===== config.mk =====
export PLATFORM = sky130hd
export DESIGN_NAME = tap_instr_unit
export DESIGN_NICKNAME = d
export VERILOG_FILES = /design/src/rtl/tis_pkg.sv /design/src/rtl/tis_ir_chain.sv /design/src/rtl/tis_decode.sv /design/src/rtl/tis_bypass.sv /design/src/rtl/tis_tdo_stage.sv /design/src/rtl/tap_instr_unit.sv
export SDC_FILE = /design/constraint.sdc
export NUM_CORES = 1
export LEC_CHECK = 0
export ABC_AREA = 1
export CORE_UTILIZATION = 50
export CTS_CLUSTER_DIAMETER = 200
export DETAILED_ROUTE_END_ITERATION = 10
export MAX_ROUTING_LAYER = met4
export PLACE_DENSITY_LB_ADDON = 0.12
export SYNTH_ARGS = -nofsm -noshare
export SYNTH_HDL_FRONTEND = slang
export SYNTH_SLANG_ARGS = --single-unit

===== constraint.sdc =====
create_clock -name tck -period 1.45 [get_ports tck]
set_input_delay 0.29 -clock tck [delete_from_list [all_inputs] [get_ports tck]]
set_output_delay 0.29 -clock tck [all_outputs]
set_load 0.02 [all_outputs]

===== src/rtl/tis_pkg.sv =====
package tis_pkg;

  typedef enum logic [2:0] {
    INS_EXTEST,
    INS_SAMPLE,
    INS_CLAMP,
    INS_HIGHZ,
    INS_BYPASS
  } ins_e;

  typedef struct packed {
    logic drive_pads;
    logic float_pads;
    logic route_bsr;
  } ctl_t;

  function automatic ctl_t ctl_of(ins_e ins);
    ctl_t c;
    c = '0;
    case (ins)
      INS_EXTEST: begin c.drive_pads = 1'b1; c.route_bsr = 1'b1; end
      INS_SAMPLE: c.route_bsr  = 1'b1;
      INS_CLAMP:  c.drive_pads = 1'b1;
      INS_HIGHZ:  c.float_pads = 1'b1;
      default:    c = '0;
    endcase
    return c;
  endfunction

endpackage


===== src/rtl/tis_ir_chain.sv =====
module tis_ir_chain #(
  parameter int          W   = 8,
  parameter logic [W-1:0] CAP = 8'h3D,
  parameter logic [W-1:0] RST = 8'hFF
) (
  input  logic         tck,
  input  logic         rst_n,
  input  logic         tdi,
  input  logic         cap,
  input  logic         shift,
  input  logic         update,
  output logic [W-1:0] sr,
  output logic [W-1:0] active
);

  function automatic logic [W-1:0] shift_in(logic [W-1:0] v, logic b);
    return {b, v[W-1:1]};
  endfunction

  always_ff @(posedge tck or negedge rst_n) begin
    if (!rst_n)     sr <= CAP;
    else if (cap)   sr <= CAP;
    else if (shift) sr <= shift_in(sr, tdi);
  end

  always_ff @(negedge tck or negedge rst_n) begin
    if (!rst_n)      active <= RST;
    else if (update) active <= sr;
  end

endmodule


===== src/rtl/tis_decode.sv =====
module tis_decode
  import tis_pkg::*;
#(
  parameter int          W          = 8,
  parameter logic [W-1:0] OPC_EXTEST = 8'h00,
  parameter logic [W-1:0] OPC_SAMPLE = 8'h81,
  parameter logic [W-1:0] OPC_CLAMP  = 8'h82,
  parameter logic [W-1:0] OPC_HIGHZ  = 8'h03
) (
  input  logic [W-1:0] code,
  output ctl_t         ctl
);

  function automatic ins_e classify(logic [W-1:0] c);
    if      (c == OPC_EXTEST) return INS_EXTEST;
    else if (c == OPC_SAMPLE) return INS_SAMPLE;
    else if (c == OPC_CLAMP)  return INS_CLAMP;
    else if (c == OPC_HIGHZ)  return INS_HIGHZ;
    else                      return INS_BYPASS;
  endfunction

  ins_e ins;
  assign ins = classify(code);
  assign ctl = ctl_of(ins);

endmodule


===== src/rtl/tis_bypass.sv =====
module tis_bypass (
  input  logic tck,
  input  logic rst_n,
  input  logic tdi,
  input  logic cap,
  input  logic shift,
  output logic bit_q
);

  always_ff @(posedge tck or negedge rst_n) begin
    if (!rst_n)     bit_q <= 1'b0;
    else if (cap)   bit_q <= 1'b0;
    else if (shift) bit_q <= tdi;
  end

endmodule


===== src/rtl/tis_tdo_stage.sv =====
module tis_tdo_stage (
  input  logic tck,
  input  logic rst_n,
  input  logic shift_ir,
  input  logic shift_dr,
  input  logic ir_lsb,
  input  logic route_bsr,
  input  logic bsr_tdo,
  input  logic byp,
  output logic tdo,
  output logic tdo_en
);

  logic nxt;
  always_comb begin
    if (shift_ir)       nxt = ir_lsb;
    else if (route_bsr) nxt = bsr_tdo;
    else                nxt = byp;
  end

  always_ff @(negedge tck or negedge rst_n) begin
    if (!rst_n) begin
      tdo    <= 1'b0;
      tdo_en <= 1'b0;
    end else begin
      tdo_en <= shift_ir | shift_dr;
      if (shift_ir | shift_dr) tdo <= nxt;
    end
  end

endmodule


===== src/rtl/tap_instr_unit.sv =====
module tap_instr_unit
  import tis_pkg::*;
#(
  parameter int              IR_W       = 8,
  parameter logic [IR_W-1:0] CAP_VAL    = 8'h3D,
  parameter logic [IR_W-1:0] OPC_EXTEST = 8'h00,
  parameter logic [IR_W-1:0] OPC_SAMPLE = 8'h81,
  parameter logic [IR_W-1:0] OPC_CLAMP  = 8'h82,
  parameter logic [IR_W-1:0] OPC_HIGHZ  = 8'h03
) (
  input  logic tck,
  input  logic rst_n,
  input  logic tdi,
  input  logic capture_ir,
  input  logic shift_ir,
  input  logic update_ir,
  input  logic capture_dr,
  input  logic shift_dr,
  input  logic bsr_tdo,
  output logic tdo,
  output logic tdo_en,
  output logic test_mode,
  output logic force_hiz,
  output logic bsr_sel
);

  localparam logic [IR_W-1:0] RST_CODE = {IR_W{1'b1}};

  logic [IR_W-1:0] ir_sr_w;
  logic [IR_W-1:0] ir_act_w;
  logic            byp_w;
  ctl_t            ctl_w;

  tis_ir_chain #(.W(IR_W), .CAP(CAP_VAL), .RST(RST_CODE)) u_ir (
    .tck(tck), .rst_n(rst_n), .tdi(tdi), .cap(capture_ir),
    .shift(shift_ir), .update(update_ir), .sr(ir_sr_w), .active(ir_act_w)
  );

  tis_decode #(
    .W(IR_W), .OPC_EXTEST(OPC_EXTEST), .OPC_SAMPLE(OPC_SAMPLE),
    .OPC_CLAMP(OPC_CLAMP), .OPC_HIGHZ(OPC_HIGHZ)
  ) u_dec (
    .code(ir_act_w), .ctl(ctl_w)
  );

  tis_bypass u_byp (
    .tck(tck), .rst_n(rst_n), .tdi(tdi), .cap(capture_dr),
    .shift(shift_dr), .bit_q(byp_w)
  );

  tis_tdo_stage u_tdo (
    .tck(tck), .rst_n(rst_n), .shift_ir(shift_ir), .shift_dr(shift_dr),
    .ir_lsb(ir_sr_w[0]), .route_bsr(ctl_w.route_bsr), .bsr_tdo(bsr_tdo),
    .byp(byp_w), .tdo(tdo), .tdo_en(tdo_en)
  );

  assign test_mode = ctl_w.drive_pads;
  assign force_hiz = ctl_w.float_pads;
  assign bsr_sel   = ctl_w.route_bsr;

endmodule


**Word-level counts from Yosys, hierarchy flattened**

Cells that the tools add are included.
W data, S select, Z words.

- Register bits: 19
- Word-level logic and storage cells: 31
- Output and inout bits: 5

- Bitwise logic cells: 1
- Multiplexer cells: 13
- Eq/ne operators: 6
- Reductions and logical operators: 6

Operators by type and width:

| operator | number |
|---|---|
| $eq A8 B8 Y1 const B | 2 |
| $mux W8 | 2 |
| $mux W3 | 4 |
| $eq A8 B2 Y1 const B | 1 |
| $logic_not A8 Y1 | 1 |
| $mux W1 | 7 |
| $eq A3 B2 Y1 const B | 2 |
| $reduce_bool A2 Y1 | 2 |
| $reduce_or A2 Y1 | 2 |
| $eq A3 B1 Y1 const B | 1 |
| $logic_not A3 Y1 | 1 |
| $or A1 B1 Y1 | 1 |

**Logic depth before layout (Yosys ltp)**

Gate-level depths: netlist of the first run.

- Depth after elaboration: 10
- Mapped depth: 8
- Gate-level depth less buffers: 8

**By module**

Synthesis of the first run repeated with hierarchy kept, for this count alone.

- Cells, all modules: 118
- Area total of the unflattened synthesis: 923.4 sq um

Modules (own cells, without submodules):

| module | instances | cells an instance | area each (sq um) | seq. area each (sq um) |
|---|---|---|---|---|
| tis_ir_chain | 1 | 69 | 654.4 | 416.6 |
| tis_decode | 1 | 28 | 117.6 | 0.0 |
| tis_tdo_stage | 1 | 15 | 106.4 | 50.0 |
| tis_bypass | 1 | 6 | 45.0 | 25.0 |

==> out/summary.md, run 1 <==
Sequential-to-total area share from yosys stat: 56.71%. The flip-flop and latch count after synthesis is 19, and the relative contribution of combinational cells to total power is 19.5%. Setup repair after global routing could not meet its margin everywhere. For the final routed database, the setup TNS stands at -4.027 ns. Startpoint of the worst register-to-register path: u_byp.bit_q. Port buffering added 13 buffers. The power density of the placed cells is 959.4 nW/um2.

The horizontal die dimension came out at 43.65 um. The run gives 0.38 ns as the clock insertion delay at the later pin of the skew report. The iteration-0 DRC count of the detailed router is 36, and the clock slew at the register clock pins of the worst setup and hold paths is 0.12 ns.

The internal power of the cells is 0.9561 mW, and the instance count on the critical path is 5. The final count of pins violating max slew was 0. The cell count after synthesis came out at 98. TritonCTS built the clock tree. The post-route netlist has 56.29% of its cells at a drive strength greater than 1. The via-per-instance ratio is 5.234, and the area growth from synthesis to layout is 65.08%. Summed over all cells, the static leakage comes to 0.7551 nW. For this run the aggregate overflow at the end of global routing stands at 0. Slack of the worst reg-to-reg path: -0.09 ns. In the post-synthesis netlist, the biggest area contributors are dfstp_2, dfrtp_1, nand2_1. The worst-case IR drop observed on VDD is 0.8399 mV. The dominant cell by count in the synthesized netlist is nand2_1. The pre-antenna-repair detailed-routing pass consisted of 4 iterations. The post-layout worst setup margin was -1.096 ns.

The tools report the initial antenna violation count as 0. When the netlist entered floorplanning its net count stood at 107. The worst register-to-register path ends at u_tdo.tdo. Summing the areas of all xor and xnor instances in the mapped netlist gives 0% of the synthesized area. The tools report the count of warnings emitted by yosys as 0.

By count the netlist is led by nand2_1, inv_1, dfstp_2. The H-tree level count is 1. After the last flow step, the layout net total stands at 161. For the all-layer global routing usage, the log shows 29.03%. The cell taking the most area after synthesis is dfstp_2. The worst clock skew came out at 0.07432 ns.

The most used flip-flop cell after synthesis is dfstp_2. For this run, design rule violations remaining after detail routing come to 0. The reported max-cap violation count came out at 0.

The global-route wire length before repair came out at 3864 um. The most critical setup path has its startpoint at u_ir.active[7]. Pin count of the biggest net entering global routing: 12. The number of antenna diodes in the final layout is 0. The die area was 1905 um2. Summing the areas of all compound-gate instances in the mapped netlist gives 12.70% of the synthesized area. Traced cell by cell, the critical path runs through nand2_2 > nor2_4 > nand2_2 > o31ai_4 > buf_6.

At the worst endpoint, the arrival time is 2.26 ns. The path type of the worst min-delay path is in -> async. 14 I/O pins were placed. The switching share of power works out to 30.38%. The routed length per instance was 15.16 um; the total power draw was 1.373 mW. The total number of vias was 874; the number of synthesized flops with an enable pin was 0. Family with the most delay on the worst path: flip-flops.

Clock tree synthesis selected as its root buffer the cell clkbuf_4. Clock group share of total power: 36.0%. The via count of the first global-routing pass is 920.

The area share of the largest cell type after synthesis came out at 39.39%. The number of cells on the worst reg-to-reg path is 4. The required time of the worst setup path is 1.16 ns. Among all stages on the critical path, the largest delay is contributed by dfstp_2. The tools report the critical path endpoint as test_mode. The tree built by TritonCTS fans out to 19 sinks.

The tools report the kind of capture point of the worst setup path as a primary output. At the pin with the least slew margin, the transition time is 0.2284 ns. The initial utilization of the core area, before any placement, comes to 55.62%.

Cts-stage hold buffer count: 0. The synthesized area is 867.1 um2, and the placeable core region is 1559 um2. The number of different library cells used by synthesis comes to 21.

The critical path is of the reg -> out type. The clock passes through at most 2 buffers. The mean instance size in the synthesized netlist is 8.848 um2, and the simple logic cell fraction of the synthesized area is 20.49%. After Yosys synthesis, full adders, half adders and majority gates account for 0% of the synthesized area.

The final reports fail on negative setup slack. The number of buffers and inverters on the critical path was 1. Measured against its own limit, the worst slew margin works out to 84.72%.

After detailed placement, the design holds a cell count of 145. Setup violations remaining at the end of the flow were counted as 7. The routability-driven placement congestion ratio is 0.7878. For the half-perimeter wire length after placement, the log shows 1401 um.

The die span in y is 43.65 um. The cell repeated most along the worst path is nand2_2. The startpoint type of the worst setup path is a flop.

Sequential cells account for 44.5% of the total power. The number of failing hold endpoints at the final stage was 0. Wires add up to 2531 um. The tools report the row count as 14. Of all nets on the critical path, the largest fanout is 2.

In the final layout, flip-flops and latches occupy 491.7 um2. For this run, asynchronously set or reset flops after synthesis account for 100.0%. Once detail routing completed, the nets flagged for antenna violations numbered 0. The number of CTS-inserted buffers is 3. Dominant combinational cell family by area after synthesis: simple AND/OR/NAND/NOR gates. The layout has 57 filler cells. In this design, the stage delay of the slowest critical-path cell is 0.55 ns. For the final non-filler cell total, the log shows 167.

Measured against the total synthesized area, the mux share comes to 0%. The logs give 385.4 um2 for the area used by multi-input combinational logic and 0.4172 mW for the switching power of the nets. The run finished, with violations left.
logic make-up (layout without fill, tap and decap cells):
| logic type | count (synthesis) | count (layout) |
|---|---|---|
| buf+inv | 23 | 76 |
| flops | 19 | 19 |
| simple gates | 37 | 37 |
| compound gates | 19 | 19 |
sequential cells by signal, summed over array words and instances (netlist names):
register / flops
u_byp.bit_q: 1
u_tdo.tdo_en: 1
u_ir.active: 8
u_tdo.tdo: 1
u_ir.sr: 8
power by group through the flow:
| stage | clock network [mW] | logic [mW] | registers, mW |
|---|---|---|---|
| final | 0.495 | 0.268 | 0.611 |
| after CTS | 0.478 | 0.240 | 0.609 |
| after global routing | 0.515 | 0.290 | 0.613 |
| after floorplan | 0.0383 | 0.0891 | 0.616 |
| after detailed placement | 0.0383 | 0.205 | 0.614 |
| after global placement | 0.0383 | 0.199 | 0.613 |
through the flow:
stage	worst slack, ns	instance area [um2]	hold slack (ns)	utilization (%)
detailed placement	-1.144	1197	0.4527	76.81
floorplan	-0.5910	897.1	-0.005591	-
global route	-1.138	1431	0.4426	91.81
finish	-1.096	1431	0.4162	91.81
global placement	-1.113	1197	0.4456	76.81
CTS	-1.028	1381	0.4228	88.60
final cells by class:
class / instances / share of cell area [%]
sequential: 19 / 34.35
clock inverter: 8 / 2.098
inverter: 21 / 5.507
timing repair buffer: 43 / 26.40
clock buffer: 4 / 3.322
multi-input combinational: 56 / 26.92
tap: 16 / 1.399
worst min-delay path by stage:
stage	start	endpoint	slack [ns]	depth (start not counted)
3_5_place_dp	u_tdo.tdo	u_tdo.tdo	0.45	2
2_1_floorplan	rst_n	u_byp.bit_q	-0.006	0
4_1_cts	rst_n	u_ir.sr[1]	0.42	3
3_3_place_gp	u_tdo.tdo	u_tdo.tdo	0.45	2
5_1_grt	rst_n	u_ir.sr[7]	0.44	3
6_report	rst_n	u_ir.sr[1]	0.42	3
placed cells by master, fill, tap and decap left out, drive strengths merged, types with 2 or more instances in the layout:
cell type and instances:
inv 29, clkdlybuf4s50 5, clkbuf 4, dfstp 13, nand2 22, dfrtp 4
nand3 2, buf 35, o22ai 2, nor2 12, dfrtn 2, o21ai 9
dlygate4sd2 3, a22oi 3, a21oi 3
worst register-to-register path, cell delays in order, from the launching register on:
cell and delay [ns]:
dfrtp_1 0.40, inv_2 0.07, nand3_2 0.07, nand3_2 0.08, nand2_1 0.05
what timing repair did:
action | 4_1_cts | 5_1_grt
endpoints found under the setup margin | 15 | 13
cloned | 1 | 0
gates resized for setup | 46 | 14
hold endpoints to repair | 0 | 0
setup buffers | 8 | 2
pin swaps | 8 | 3
metal layers:
metal | routed length (um) | up-vias | GRT usage [%] | part of all wire, %
li1 | - | 409 | - | -
met1 | 1040 | 417 | 34.07 | 41
met2 | 1326 | 38 | 50.75 | 52
met3 | 92 | 10 | 2.917 | 3.6
met4 | 72 | 0 | 11.25 | 2.8
met5 | 0 | - | - | 0
Power figures use the tool's default switching activity.
==> run 2: changes to the inputs <==
--- a/config.mk
+++ b/config.mk
@@ -6,7 +6,7 @@
 export NUM_CORES = 1
 export LEC_CHECK = 0
 export ABC_AREA = 1
-export CORE_UTILIZATION = 50
+export CORE_UTILIZATION = 54
 export CTS_CLUSTER_DIAMETER = 200
 export DETAILED_ROUTE_END_ITERATION = 10
 export MAX_ROUTING_LAYER = met4
==> constraint.sdc (replaced) <==
create_clock -name tck -period 2.99 [get_ports tck]
set_input_delay 0.598 -clock tck [delete_from_list [all_inputs] [get_ports tck]]
set_output_delay 0.598 -clock tck [all_outputs]
set_load 0.02 [all_outputs]
==> run 2 against run 1 <==
Effect of this change: the run still ends with negative setup slack left; clock power decreased by 63%; clock skew increased by 0.0056 ns; critical path depth unchanged; critical endpoint unchanged; sequential share of layout area increased by 4.9 points; global-route usage decreased by 3.7 points; core utilization decreased by 8.7 points; register-to-register slack improved by 0.77 ns; count of clock-buffer cells in the layout decreased by 1; die area decreased by 7.1%; non-clock buffer count decreased by 14.
==> out/summary.md, run 2 (same netlist as run 1, synthesis figures left out) <==
The run finished, with violations left. The checks that failed: negative setup slack. The slowest stage of the critical path is the dfstp_2 cell. The post-route netlist has 45.26% of its cells at a drive strength greater than 1.

Power comes to 0.5749 mW. Across the run, the number of max-cap violations was 0. Clock-pin slew was measured on the worst setup and hold paths at 0.08 ns.

The startpoint of the worst register-to-register path is u_byp.bit_q. The worst hold path belongs to the class reg -> reg. Number of failing hold endpoints at the final stage: 0. In the final timing run, aggregate negative setup slack is -1.586 ns. The via-per-instance ratio is 4.993. Walking the worst path, the cells encountered are nand2_2 > nor2_4 > nand2_2 > o31ai_4 > buf_6.

In the global route stage, overall resource usage came out at 25.35%. Of all nets on the critical path, the largest fanout is 2. The floorplan has 14 rows. The half-perimeter wire length after placement is 1272 um. The area growth from synthesis to layout works out to 44.44%. During placement, the flow inserted port buffers numbering 13. The die covers 1770 um2.

The logs give 57.56% for the initial standard-cell utilization of the core and 0 for the final count of pins violating max slew. Setup repair after global routing could not meet its margin everywhere. The power density of the placed cells is 459.0 nW/um2. Buffer type at the clock tree root: clkbuf_4. Clock skew on the completed layout was measured at 0.07992 ns. The net count of the finished layout is 147.

The via count of the first global-routing pass is 799. In this run the static leakage power is 0.6442 nW. The placed instances occupy a cell area of 1120 um2. The tools report the startpoint type of the worst setup path as a flop. Initial antenna violation count: 0. Leaving out fill and tap cells, the most frequent cells in the layout are inv_1, buf_4, dfstp_2. Placeable core region: 1506 um2.

Dividing the detail-routed wire length by the instance count gives 12.52 um. The congestion estimate from routability-driven global placement came to 0.7764. For this block, the via count after detailed routing is 764. The finished layout holds 153 standard cells, fillers aside.

The number of ports placed on the die boundary is 14. The largest registers in the layout are u_ir.active (8), u_ir.sr (8). The detail route stage leaves a number of antenna-violating nets equal to 0. Hold timing on the final database bottoms out at a slack of 0.4683 ns. After filler insertion, the fill cell instance count of the layout stands at 98. The peak per-stage delay on the critical path was 0.54 ns. CTS saw 19 sinks. The endpoint identified for the worst register-to-register timing path is u_tdo.tdo. The kind of capture point of the worst setup path is a primary output.

Setup slack on the worst reg-to-reg path comes out at 0.68 ns. Critical path endpoint: test_mode. The library cell used most frequently in the layout, excluding fill and tap cells, is inv_1. Counting buffers and inverters, the worst setup path is 5 cells deep. After detailed routing, the total wire length is 1915 um.

For this run the aggregate overflow at the end of global routing stands at 0. The clock insertion delay at the later pin of the skew report was 0.37 ns; the number of CTS-inserted buffers was 3. Kind of critical path: reg -> out. For the pin with the worst max-slew slack, the measured transition is 0.3998 ns.

Tracing the worst setup path back leads to its startpoint at u_ir.active[7]. The H-tree level count came out at 1. The family with the most delay on the worst path was flip-flops.

After detailed routing, the number of remaining DRC violations is 0. The post-layout instance area is 1252 um2. The die span in y came out at 42.07 um.

In this run the tightest slew margin relative to its limit is 73.27%. In this run, placement finished with an instance count of 137. The antenna diode instance count was 0.

Horizontal die dimension: 42.07 um. Counting cells, the worst reg-to-reg path comes to 4. VDD sags by at most 0.3986 mV.

Entering global routing, the biggest net connects 17 pins. Cell repeated most along the worst path: nand2_2. The post-layout worst setup margin came out at -0.6275 ns. In this run, post-CTS hold repair placed 0 buffers.

Number of buffers and inverters on the critical path: 1. The first global-routing pass estimated 3229 um of wire. The arrival time reported for the critical path endpoint came out at 3.02 ns. TritonCTS built the clock tree. For this block, the initial DRC count from the detailed router was 11. The run gives 2 as the number of buffers on the longest clock path.

The pre-antenna-repair detailed-routing pass consisted of 4 iterations. Setup violations remaining at the end of the flow were counted as 3. Data on the critical path is required at its endpoint by 2.39 ns.
==> run 2: timing repair <==
item | CTS | global route
hold endpoints to repair | 0 | 0
endpoints found under the setup margin | 5 | 4
setup buffers | 4 | 1
pin swaps | 9 | 2
resized for setup | 37 | 2
==> run 2: worst min-delay path by stage <==
stage | startpoint | to | slack [ns] | cells after the start
6_report | u_tdo.tdo | u_tdo.tdo | 0.47 | 2
3_3_place_gp | u_tdo.tdo | u_tdo.tdo | 0.45 | 2
4_1_cts | u_tdo.tdo | u_tdo.tdo | 0.47 | 2
2_1_floorplan | rst_n | u_byp.bit_q | 0.30 | 0
5_1_grt | u_tdo.tdo | u_tdo.tdo | 0.50 | 2
3_5_place_dp | u_tdo.tdo | u_tdo.tdo | 0.47 | 2
==> run 2: per-stage QoR <==
stage | util (%) | setup slack, ns
final | 83.14 | -0.6275
after global routing | 83.14 | -0.6697
after CTS | 82.14 | -0.5469
after detailed placement | 74.34 | -0.6729
after global placement | 74.34 | -0.6514
after floorplan | - | -0.1290
==> run 2: area by class of cell <==
cell class                      instances  area [um2]  area share, %
Sequential cell                        19       491.7          39.26
Clock inverter                          9       38.79          3.097
Clock buffer                            3       22.52          1.798
Tap cell                               16       20.02          1.598
Timing Repair Buffer                   29       250.2          19.98
Multi-Input combinational cell         56       347.8          27.77
Inverter                               21       81.33          6.494
==> run 2: worst register-to-register path, cell delays in order (launching register included) <==
cell and delay [ns]:
dfrtp_1 0.38, inv_1 0.07, nand3_1 0.08, nand3_1 0.08, nand2_1 0.05
==> run 2: routing by layer <==
layer  up-vias  share of wire [%]  wire length (um)  track usage [%]
li1        382                  -                 -                -
met1       355                 43               820            28.70
met2        19                 50               950            42.50
met3         8                3.0                57            3.879
met4         0                4.5                87            15.00
met5         -                  0                 0                -
==> run 2: power breakdown <==
group          internal, mW  switching [mW]
Clock                0.0663           0.115
Sequential            0.285          0.0106
Combinational        0.0428          0.0549
Total                 0.394           0.181
